`config.mk`:
```
export PLATFORM = sky130hd
export DESIGN_NAME = page_commit_ctrl
export DESIGN_NICKNAME = d
export VERILOG_FILES = /design/src/rtl/pcc_pkg.sv /design/src/rtl/pcc_frame.sv /design/src/rtl/pcc_wel.sv /design/src/rtl/pcc_cycle.sv /design/src/rtl/page_commit_ctrl.sv
export SDC_FILE = /design/constraint.sdc
export NUM_CORES = 1
export LEC_CHECK = 0
export ABC_AREA = 1
export CAP_MARGIN = 20
export CORE_ASPECT_RATIO = 0.7
export CORE_MARGIN = 3
export CORE_UTILIZATION = 56
export CTS_BUF_LIST = sky130_fd_sc_hd__clkbuf_16
export DETAILED_ROUTE_END_ITERATION = 10
export GPL_ROUTABILITY_DRIVEN = 0
export PLACE_DENSITY_LB_ADDON = 0.08
export REMOVE_ABC_BUFFERS = 1
export SYNTH_ARGS = -nofsm -noshare
export SYNTH_HDL_FRONTEND = slang
export SYNTH_SLANG_ARGS = --single-unit
```
`constraint.sdc`:
```
create_clock -name clk_i -period 3.2 [get_ports clk_i]
set_input_delay 0.96 -clock clk_i [delete_from_list [all_inputs] [get_ports clk_i]]
set_output_delay 0.96 -clock clk_i [all_outputs]
set_load 0.01 [all_outputs]
```
`src/rtl/pcc_pkg.sv`:
```
package pcc_pkg;
  localparam logic [7:0] OP_WRITE = 8'h02;

  typedef enum logic [1:0] {FS_OP, FS_ADDR, FS_DATA} frm_st_e;

  // legal = 8 bits each of command, address, and 1..page_bytes data bytes
  function automatic bit cnt_legal(input int unsigned c, input int unsigned page_bytes);
    return (c % 8 == 0) && (c / 8 >= 3) && (c / 8 <= 2 + page_bytes);
  endfunction
endpackage

```
`src/rtl/pcc_frame.sv`:
```
module pcc_frame #(
  parameter int ADDR_W     = 8,
  parameter int PAGE_BYTES = 4,
  localparam int OFF_W     = $clog2(PAGE_BYTES),
  localparam int PAGE_W    = ADDR_W - OFF_W
) (
  input  logic                    clk_i,
  input  logic                    rst_ni,
  input  logic                    byte_vld_i,
  input  logic [7:0]              byte_i,
  input  logic                    cs_rise_i,
  input  logic                    arm_ok_i,
  input  logic                    hold_i,
  input  logic                    wp_i,
  output logic                    armed_o,
  output logic [PAGE_W-1:0]       page_o,
  output logic [PAGE_BYTES-1:0]   vld_o,
  output logic [8*PAGE_BYTES-1:0] data_o
);
  import pcc_pkg::*;

  frm_st_e           st_q;
  logic              armed_q;
  logic [OFF_W-1:0]  ptr_q;
  logic [PAGE_W-1:0] page_q;
  logic [PAGE_BYTES-1:0] vld_q;
  logic              data_stb;

  assign data_stb = byte_vld_i && (st_q == FS_DATA) && armed_q;

  always_ff @(posedge clk_i or negedge rst_ni) begin
    if (!rst_ni) begin
      st_q    <= FS_OP;
      armed_q <= 1'b0;
      ptr_q   <= '0;
      page_q  <= '0;
      vld_q   <= '0;
    end else begin
      if (cs_rise_i) begin
        st_q    <= FS_OP;
        armed_q <= 1'b0;
      end else if (byte_vld_i) begin
        unique case (st_q)
          FS_OP: begin
            armed_q <= (byte_i == OP_WRITE) && arm_ok_i;
            st_q    <= FS_ADDR;
          end
          FS_ADDR: begin
            // page held while a committed write waits for its cycle
            if (!hold_i) begin
              page_q <= byte_i[ADDR_W-1:OFF_W];
              ptr_q  <= byte_i[OFF_W-1:0];
              vld_q  <= '0;
            end
            st_q <= FS_DATA;
          end
          default: begin
            if (armed_q) begin
              vld_q[ptr_q] <= 1'b1;
              ptr_q        <= ptr_q + OFF_W'(1);
            end
          end
        endcase
      end
      if (!wp_i) armed_q <= 1'b0;
    end
  end

  for (genvar g = 0; g < PAGE_BYTES; g++) begin : g_lane
    logic [7:0] lane_q;
    always_ff @(posedge clk_i or negedge rst_ni) begin
      if (!rst_ni)                                    lane_q <= '0;
      else if (data_stb && (ptr_q == OFF_W'(g)))      lane_q <= byte_i;
    end
    assign data_o[8*g +: 8] = lane_q;
  end

  assign armed_o = armed_q;
  assign page_o  = page_q;
  assign vld_o   = vld_q;
endmodule

```
`src/rtl/pcc_wel.sv`:
```
module pcc_wel (
  input  logic clk_i,
  input  logic rst_ni,
  input  logic set_i,
  input  logic clr_i,
  input  logic wp_i,
  input  logic busy_i,
  input  logic done_i,
  output logic wel_o
);
  always_ff @(posedge clk_i or negedge rst_ni) begin
    if (!rst_ni)                wel_o <= 1'b0;
    else if (!wp_i || done_i)   wel_o <= 1'b0;
    else if (busy_i)            wel_o <= wel_o;
    else if (clr_i)             wel_o <= 1'b0;
    else if (set_i)             wel_o <= 1'b1;
  end
endmodule

```
`src/rtl/pcc_cycle.sv`:
```
module pcc_cycle #(
  parameter int WRITE_CYCLES = 1_000_000,
  localparam int CYC_W       = $clog2(WRITE_CYCLES)
) (
  input  logic clk_i,
  input  logic rst_ni,
  input  logic start_i,
  output logic busy_o,
  output logic done_o
);
  logic [CYC_W-1:0] cnt_q;

  always_ff @(posedge clk_i or negedge rst_ni) begin
    if (!rst_ni) begin
      busy_o <= 1'b0;
      cnt_q  <= '0;
    end else if (busy_o) begin
      if (cnt_q == '0) busy_o <= 1'b0;
      else             cnt_q  <= cnt_q - CYC_W'(1);
    end else if (start_i) begin
      busy_o <= 1'b1;
      cnt_q  <= CYC_W'(WRITE_CYCLES - 1);
    end
  end

  assign done_o = busy_o && (cnt_q == '0);
endmodule

```
`src/rtl/page_commit_ctrl.sv`:
```
module page_commit_ctrl #(
  parameter int ADDR_W       = 8,
  parameter int PAGE_BYTES   = 4,
  parameter int CNT_W        = 8,
  parameter int WRITE_CYCLES = 1_000_000,
  localparam int OFF_W       = $clog2(PAGE_BYTES),
  localparam int PAGE_W      = ADDR_W - OFF_W
) (
  input  logic                    clk_i,
  input  logic                    rst_ni,
  input  logic                    byte_vld_i,
  input  logic [7:0]              byte_i,
  input  logic                    cs_rise_i,
  input  logic [CNT_W-1:0]        bit_cnt_i,
  input  logic                    wp_i,
  input  logic                    wel_set_i,
  input  logic                    wel_clr_i,
  output logic                    mem_we_o,
  output logic [PAGE_W-1:0]       mem_page_o,
  output logic [PAGE_BYTES-1:0]   mem_be_o,
  output logic [8*PAGE_BYTES-1:0] mem_wdata_o,
  output logic                    busy_o
);
  logic wel, armed, busy, done, cnt_ok, start;
  logic [PAGE_BYTES-1:0] vld;

  assign cnt_ok = pcc_pkg::cnt_legal(int'(bit_cnt_i), PAGE_BYTES);
  assign start  = cs_rise_i && armed && cnt_ok && wp_i && (|vld) && !busy;

  pcc_frame #(.ADDR_W(ADDR_W), .PAGE_BYTES(PAGE_BYTES)) u_frame (
    .clk_i, .rst_ni, .byte_vld_i, .byte_i, .cs_rise_i,
    .arm_ok_i (wel && !busy && wp_i),
    .hold_i   (busy),
    .wp_i,
    .armed_o  (armed),
    .page_o   (mem_page_o),
    .vld_o    (vld),
    .data_o   (mem_wdata_o)
  );

  pcc_wel u_wel (
    .clk_i, .rst_ni,
    .set_i  (wel_set_i),
    .clr_i  (wel_clr_i),
    .wp_i,
    .busy_i (busy),
    .done_i (done),
    .wel_o  (wel)
  );

  pcc_cycle #(.WRITE_CYCLES(WRITE_CYCLES)) u_cycle (
    .clk_i, .rst_ni,
    .start_i (start),
    .busy_o  (busy),
    .done_o  (done)
  );

  assign mem_we_o = done;
  assign mem_be_o = vld;
  assign busy_o   = busy;
endmodule

```
# Word level (Yosys, flattened, before mapping)

Cells that the tools add are included.

$add $sub $neg: 2
$lt $le $gt $ge: 4
Eq/ne operators: 11
Muxes and demuxes: 25
Bitwise logic cells: 4
Reduce and logical (&&, ||, !) cells: 37

Operator list:

| kind                  | number |
|---|---|
| $mux 20               | 3 |
| $logic_not 32->1      | 1 |
| $logic_not 20->1      | 1 |
| $sub 20x1->20 const B | 1 |
| $logic_and 1x1->1     | 18 |
| $mux 1                | 12 |
| $eq 8x2->1 const B    | 1 |
| $mux 2                | 4 |
| $mux 4                | 2 |
| $pmux 2 s2            | 2 |
| $pmux 4 s2            | 1 |
| $reduce_and 2->1      | 4 |
| $eq 2x2->1 const B    | 3 |
| $ne 2x2->1 const B    | 3 |
| $reduce_bool 2->1     | 3 |
| $reduce_bool 3->1     | 2 |
| $ge 5x2->1 const B    | 1 |
| $le 5x3->1 const B    | 1 |
| $reduce_and 5->1      | 1 |
| $eq 2x1->1 const B    | 2 |
| $logic_not 2->1       | 2 |
| $or 4x4->4            | 1 |
| $reduce_and 4->1      | 1 |
| $reduce_or 4->1       | 1 |
| 9 further kinds       | 12 |

Bits in registers: 69
Bits of input ports: 23
Output and inout port bits: 44

# Depth between registers and ports, before layout

Gate-level depths: netlist of the first run.

Depth in word-level cells: 9
Depth in mapped cells: 9
Gate-level depth less buffers: 9

# By module

Synthesis of the first run repeated with hierarchy kept, for this count alone.

Cells, all modules: 440
Area, all modules: 3779.9 µm²

By module, submodules not included:

| module           | times used | cells each | area an instance (µm²) |
|---|---|---|---|
| pcc_frame        | 1          | 202        | 2127.0 |
| pcc_cycle        | 1          | 209        | 1507.7 |
| page_commit_ctrl | 1          | 21         | 90.1 |
| pcc_wel          | 1          | 8          | 55.1 |

# Worst setup path before layout of the first run

Ideal clock, no wire load.

Path kind: reg2out
Start point: reg u_cycle.cnt_q[0]
End point: out mem_we_o
Arrival: 1.024 ns
Path slack: 1.216 ns
Stages on the path, launching flop included: 7
Path buffers: 0
Cells stage by stage: dfrtp_1 > inv_1 > ha_1 > nand3_1 > nor2_1 > nand3_2 > inv_1

Longest elaborated chain between the ends: 2

Ends and longest elaborated chain:

| what                   | line                   | RTL |
|---|---|---|
| from (decl)            | pcc_cycle.sv:11        | `logic [CYC_W-1:0] cnt_q;` |
| from (signal assigned) | pcc_cycle.sv:19        | `else cnt_q <= cnt_q - CYC_W'(1);` |
| from (signal assigned) | pcc_cycle.sv:22        | `cnt_q <= CYC_W'(WRITE_CYCLES - 1);` |
| $logic_not 20->1       | pcc_cycle.sv:26        | `assign done_o = busy_o && (cnt_q == '0);` |
| $logic_and 1x1->1      | pcc_cycle.sv:26        |  |
| to (decl)              | page_commit_ctrl.sv:18 | `output logic mem_we_o,` |

Every way passes these cells.

# Worst setup path in the final report of the first run

Ends and elaborated chain as after synthesis.

==> impl_results.md, run 1 <==
- Slowest cell on crit path: clkdlybuf4s50_1
- CP Launch Type: flop
- Synth Area in Compound Gates: 11.01%
- Post-CTS setup buffers: 0
- Most frequent cells in the layout: nand2_1, dfrtp_1, clkdlybuf4s50_1
- R2R Path Start: u_cycle.cnt_q[0]
- Cts hold-fix bufs: 0
- Vias: 3026
- Max IR drop VDD: roughly 0.00048 V
- CTS sink count: 69
- IO buf count: 66
- Post-synth EDFFs: 0
- Setup Skew: between 0.002 and 0.003 ns
- Post-Syn Area: approximately 3400 um2
- H-tree depth: 3
- Synthesized area per cell: 8.142 um2
- Drt pass-1 iters: 5
- Setup CP Type: flop to output port
- Reg2reg end: u_cycle.cnt_q[18]
- Worst-Margin Slew: 0.8407 ns
- Leakage power: 2.088 nW
- Core Footprint: 5813 um2
- Share of layout cells above drive strength 1: 10.12%
- Die Span Y: 71.38 um
- Clock slew at reported path FFs: 0.05 ns
- Adder-cell share of the synthesized area: 2.195%
- Placement Setup Slack: between 0.5 and 0.6 ns
- DRC Markers: 0
- RSZ-0062 raised after global routing: no
- Setup WS post-layout: 0.1949 ns
- Io pins: 67
- Chip width: 99.40 um
- Minimum clock period: around 3.0 ns
- Vias in the first global route: 2877
- Global route overflow: 0
- Clock Tree Root: clkbuf_16
- Synth unique cells: 28
- Die area: a little over 7000 um2
- Initial antenna violation count: 0
- Yosys warnings: 0
- Crit share post-route: 93.91%
- Register area share after synthesis: between 50% and 60%
- Crit path capture type: output port
- Max stage delay on crit path: 0.54 ns
- Main combinational cell family by area after synthesis: simple AND/OR/NAND/NOR gates
- Initial Util: 58.82%
- Initial DRC count: 260
- Dominant synthesized flop cell: dfrtp_1
- Worst hold stages: 2
- Gr usage total: 24.83%
- Simple-Gate Fraction of Synth Area: between 20 and 30%
- Reg2reg setup slack: 1.37 ns
- DR WL/cell: 14.70 um
- Worst Hold Launch: u_frame.g_lane[1].lane_q[0]
- Setup violators final: 0
- Outcome: finished, final reports clean
- Max_cap viols: 0
- Resize count post-CTS: 0
- HP Class: flop to flop
- Multiplexer area fraction after synthesis: 0%
- PwrDens: 665.4 nW/um2
- Antenna diode count: 0
- Clk_lat worst skew: 0.33 ns
- Asr flop ratio synth: 100.0%
- Hold Vio Cnt, Final: 0
- Mapped Cells: 420
- Worst EP arrival: roughly 2 ns
- Number of core rows: 23
- Relative slew slack: between 40% and 50%
- Fmax: ~330 MHz
- CP bufs+invs: 3
- XOR/XNOR Fraction of Synth Area: 0.5123%
- Final nets: 518
- Hold endpoint: u_frame.g_lane[1].lane_q[0]
- Vias/cell: between 5 and 6
- Final Routed Wirelength: 8367 um
- Global-route wire length before repair: 13830 um
- CP Cell Sequence: inv_1 > ha_1 > nand3_1 > nor2_1 > nand3_2 > inv_1 > clkdlybuf4s50_1
- CP max FO: 3
- R2r worst-path depth: 9
- Synth-to-Final Area Change: 30.26%
- Count of state elements after synthesis: 69
- Largest net degree at the start of global routing: 70
- CTS Buf Count: 9
- CP delay by family, top: buffers and inverters
- WP data required: 2.24 ns
- Max clock buf depth: 2
- Pins Over Slew Limit: 0
- Commonest non-fill, non-tap cell in the layout: nand2_1
- Post-detail-place hpwl: 5818 um
- Crit-path most repeated cell: inv_1
- CTS tree: yes
- Final ANT Viol Nets: 0
- Setup TNS Final: 0 ns
## cell usage after synthesis, types with 2 or more instances
cell type / instances / area (um2)
inv_2: 3 / 11.26
buf_6: 3 / 33.78
or2_2: 5 / 31.28
nand2_1: 131 / 491.7
buf_2: 7 / 35.03
nand2_2: 2 / 12.51
o21ai_0: 38 / 190.2
nor3_1: 2 / 10.01
o21ai_1: 9 / 45.04
a21oi_1: 8 / 40.04
nand4_1: 7 / 43.79
nor2_1: 30 / 112.6
dfrtp_1: 69 / 1727
inv_1: 41 / 153.9
o21ai_2: 9 / 78.83
ha_1: 6 / 75.07
nand3b_1: 2 / 15.01
nor2_2: 6 / 37.54
nor2_4: 5 / 56.30
nand3_1: 29 / 145.1
## how the worst max path moves through the flow
stage | start | to | slack (ns) | cells past startpoint
2_1_floorplan | u_cycle.busy_o | mem_we_o | 1.10 | 4
3_3_place_gp | u_cycle.cnt_q[0] | mem_we_o | 0.56 | 7
3_5_place_dp | byte_vld_i | u_frame.g_lane[0].lane_q[6] | 0.53 | 5
4_1_cts | u_cycle.cnt_q[0] | mem_we_o | 0.21 | 7
5_1_grt | u_cycle.cnt_q[0] | mem_we_o | 0.12 | 7
6_report | u_cycle.cnt_q[0] | mem_we_o | 0.19 | 7
## registers in the layout, summed over array words and instances, names as in the netlist
register	cells
u_frame.ptr_q	2
u_frame.g_lane.lane_q	32
u_cycle.busy_o	1
u_cycle.cnt_q	20
u_frame.st_q	2
u_frame.vld_o	4
u_wel.wel_o	1
u_frame.armed_o	1
u_frame.page_o	6
## power by group
group	internal (W)	leakage (nW)	switching, W	total [W]
Clock	0.000757	0.161	0.000368	0.00112
Sequential	0.00101	0.924	0.000122	0.00113
Combinational	0.000307	1.00	0.000402	0.000710
Total	0.00207	2.09	0.000893	0.00296
## stage by stage
step                cell area [um2]  total power, W  hold slack (ns)  std cells  utilization, %
CTS                            4454        0.002968           0.4861        569           76.63
global route                   4454        0.003114           0.5062        569           76.63
detailed placement             4115        0.001836           0.4731        553           70.79
finish                         4454        0.002964           0.4816        569           76.63
global placement               4115        0.001805           0.4648        553           70.79
floorplan                      3351        0.001544           0.4486        410               -
## kinds of logic (layout without fill, tap and decap cells)
family	after synthesis	after routing
adder cells (fa/ha/maj)	6	6
flip-flops	69	69
AND/OR/NAND/NOR	223	223
AO/OA/AOI/OAI	66	66
XOR/XNOR	2	2
buffers and inverters	54	128
## per-layer routing
layer | vias to the layer above | track usage [%] | part of all wire, %
li1 | 1478 | - | -
met1 | 1438 | 35.33 | 47
met4 | 0 | 5.909 | 1.2
met5 | - | 0 | 0
met3 | 12 | 6.809 | 5.2
met2 | 98 | 38.39 | 46
## worst min-delay path: cells and delay by family (launching register included)
kind               cells  cell delay, ns
AOI/OAI and AO/OA      1            0.06
DFF                    1            0.34
and+or+nand+nor        1            0.05
## final cells by class
class,instances,area (um2)
inverters,44,165.2
repair buffers,68,670.6
multi-input cells,297,1459
flip-flops and latches,69,1727
clock buffers,9,225.2
fillers,432,1359
clock inverters,7,113.9
well taps,75,93.84
No activity file was read; power rests on OpenSTA's default activity.
==> run 2, diff against run 1 <==
- SLEW_MARGIN: unset -> 20
==> results of run 2 <==
No change in the layout: final DEF, timing and power equal those of run 1.
==> run 3, diff against run 2 <==
- PLACE_DENSITY: unset -> 0.91
- PLACE_DENSITY_LB_ADDON: 0.08 -> unset
==> run 3 against run 2 <==
Sequential share of layout area hardly changed. Via count is 2.8% higher. Core utilization down 0.065 points. Clock power barely moved. Register-to-register slack better by 0.03 ns. Critical path depth decreased by 1. Final cell count is the same. Critical path type unchanged. Highest routed layer unchanged.
==> impl_results.md, run 3 (synthesis gave the netlist of run 1 again) <==
- Vias: 3110 (+2.8%)
- CP max FO: 5 (+2)
- Vias/cell: 5.466 (+2.8%)
- Reg2reg end: u_cycle.cnt_q[9]
- Final Routed Wirelength: 8624 um (+3.1%)
- Worst-Margin Slew: 0.6327 ns (-0.2080 ns)
- Outcome: finished, final reports clean
- PwrDens: 659.6 nW/um2 (-0.87%)
- CTS Buf Count: 9 (unchanged)
- Crit path capture type: output port
- Die area: 7095 um2 (unchanged)
- FF+latch area: 1727 um2 (unchanged)
- Fmax: 334.2 MHz (+0.42%)
- Worst hold stages: 1 (-1)
- Max_cap viols: 0 (unchanged)
- R2r worst-path depth: 8 (-1)
- CP delay by family, top: buffers and inverters
- Max stage delay on crit path: 0.55 ns (about the same)
- Total power: 0.002936 W (-0.95%)
- Multi-input gate area: 1459 um2 (unchanged)
- DR WL/cell: 15.16 um (+3.1%)
- Vias in the first global route: 3001 (+4.3%)
- Initial DRC count: 258 (-0.77%)
- Post-CTS setup buffers: 0 (unchanged)
- Number of core rows: 23 (unchanged)
- DP Area: 4128 um2 (+0.30%)
- Final ANT Viol Nets: 0 (unchanged)
- Global route overflow: 0 (unchanged)
- Final nets: 518 (unchanged)
- Setup Skew: 0.007652 ns (+0.005075 ns)
- Max FFs per register: 32 (unchanged)
- Gr usage total: 25.89% (+1.1 points)
- Setup violators final: 0 (unchanged)
- WP data required: 2.24 ns (about the same)
- Crit. Startpoint: u_cycle.cnt_q[4]
- Hold endpoint: u_cycle.cnt_q[0]
- Leakage power: 2.084 nW (-0.18%)
- Share of layout cells above drive strength 1: 10.53% (+0.40 points)
- Max IR drop VDD: 0.0004301 V (-11%)
- Clock slew at reported path FFs: 0.06 ns (about the same)
- Initial antenna violation count: 0 (unchanged)
- CP Launch Type: flop
- CP Cell Sequence: nor2_2 > nand2_1 > nor2_2 > nand3_2 > inv_1 > clkdlybuf4s50_1
- Post-detail-place hpwl: 5978 um (+2.7%)
- Pins Over Slew Limit: 0 (unchanged)
- Worst Hold Launch: u_cycle.cnt_q[0]
- Clk_lat worst skew: 0.34 ns (about the same)
- Reg2reg setup slack: 1.40 ns (+0.03 ns)
- Setup TNS Final: 0 ns (unchanged)
- Crit-path most repeated cell: nor2_2
- Global-route wire length before repair: 14350 um (+3.7%)
- Max clock buf depth: 2 (unchanged)
- Fillcell total: 376 (-13%)
- RSZ-0062 raised after global routing: no
- Worst EP arrival: 2.03 ns (-0.02 ns)
- CP bufs+invs: 2 (-1)
- CTS sink count: 69 (unchanged)
- Initial Util: 58.82% (unchanged)
- Core Footprint: 5813 um2 (unchanged)
- HP Class: flop to flop
- Relative slew slack: 57.70% (+14 points)
- Drt pass-1 iters: 6 (+1)
- Cts hold-fix bufs: 0 (unchanged)
- H-tree depth: 3 (unchanged)
- CTS tree: yes
- Largest net degree at the start of global routing: 70 (unchanged)
- Slowest cell on crit path: clkdlybuf4s50_1
- Finished layout cell area: 4451 um2 (about the same)
- IO buf count: 66 (unchanged)
- Die Span Y: 71.38 um (unchanged)
- Fin util: 76.56% (about the same)
- Setup CP Type: flop to output port
- Top reg by flops: u_frame.g_lane.lane_q
- Most frequent cells in the layout: nand2_1, dfrtp_1, clkdlybuf4s50_1
- Io pins: 67 (unchanged)
- Minimum clock period: 2.992 ns (-0.01271 ns)
- Synth-to-Final Area Change: 30.15% (about the same)
- Hold Vio Cnt, Final: 0 (unchanged)
- Antenna diode count: 0 (unchanged)
- Resize count post-CTS: 0 (unchanged)
- R2R Path Start: u_cycle.cnt_q[4]
- Chip width: 99.40 um (unchanged)
- DRC Markers: 0 (unchanged)
- Commonest non-fill, non-tap cell in the layout: nand2_1
- Clock Tree Root: clkbuf_16
- Crit share post-route: 93.51% (-0.40 points)
run 3: layer usage:
layer | vias up | part of all wire, % | GRT usage (%)
li1 | 1483 | - | -
met1 | 1462 | 43 | 33.95
met2 | 149 | 48 | 42.34
met3 | 16 | 7.7 | 7.393
met4 | 0 | 1.6 | 7.727
met5 | - | 0 | 0
run 3: worst max-delay path by stage:
stage | end | cells past startpoint
after global placement | mem_we_o | 6
after CTS | mem_we_o | 6
after detailed placement | u_frame.g_lane[2].lane_q[4] | 5
after global routing | mem_we_o | 6
after floorplan | mem_we_o | 4
final | mem_we_o | 6
run 3: report_power, final:
part | switching [W] | leakage, nW | internal, W
Clock | 0.000404 | 0.152 | 0.000686
Combinational | 0.000406 | 1.01 | 0.000309
Sequential | 0.000125 | 0.924 | 0.00101
run 3: area by class of cell:
class                   count  share of cell area [%]
flip-flops and latches     69                   38.80
clock inverters             7                   2.193
repair buffers             68                   15.35
multi-input cells         297                   32.78
well taps                  75                   2.109
inverters                  44                   3.711
clock buffers               9                   5.060
run 3: metrics by stage:
stage               cells  hold slack (ns)  worst slack, ns
global placement      553           0.4649           0.6151
global route          569           0.5088           0.1158
CTS                   569           0.4814           0.2238
detailed placement    553           0.4731           0.5093
floorplan             410           0.4486            1.104
finish                569           0.4808           0.2076
run 3: worst register-to-register path, cell delays in order, from the launching register on:
cell and delay [ns]:
dfrtp_1 0.43, nor2_2 0.20, nand2_1 0.13, nor2_2 0.13, nand3_2 0.14, nand2_4 0.33, inv_2 0.17, nand2_1 0.11
nand2_1 0.05
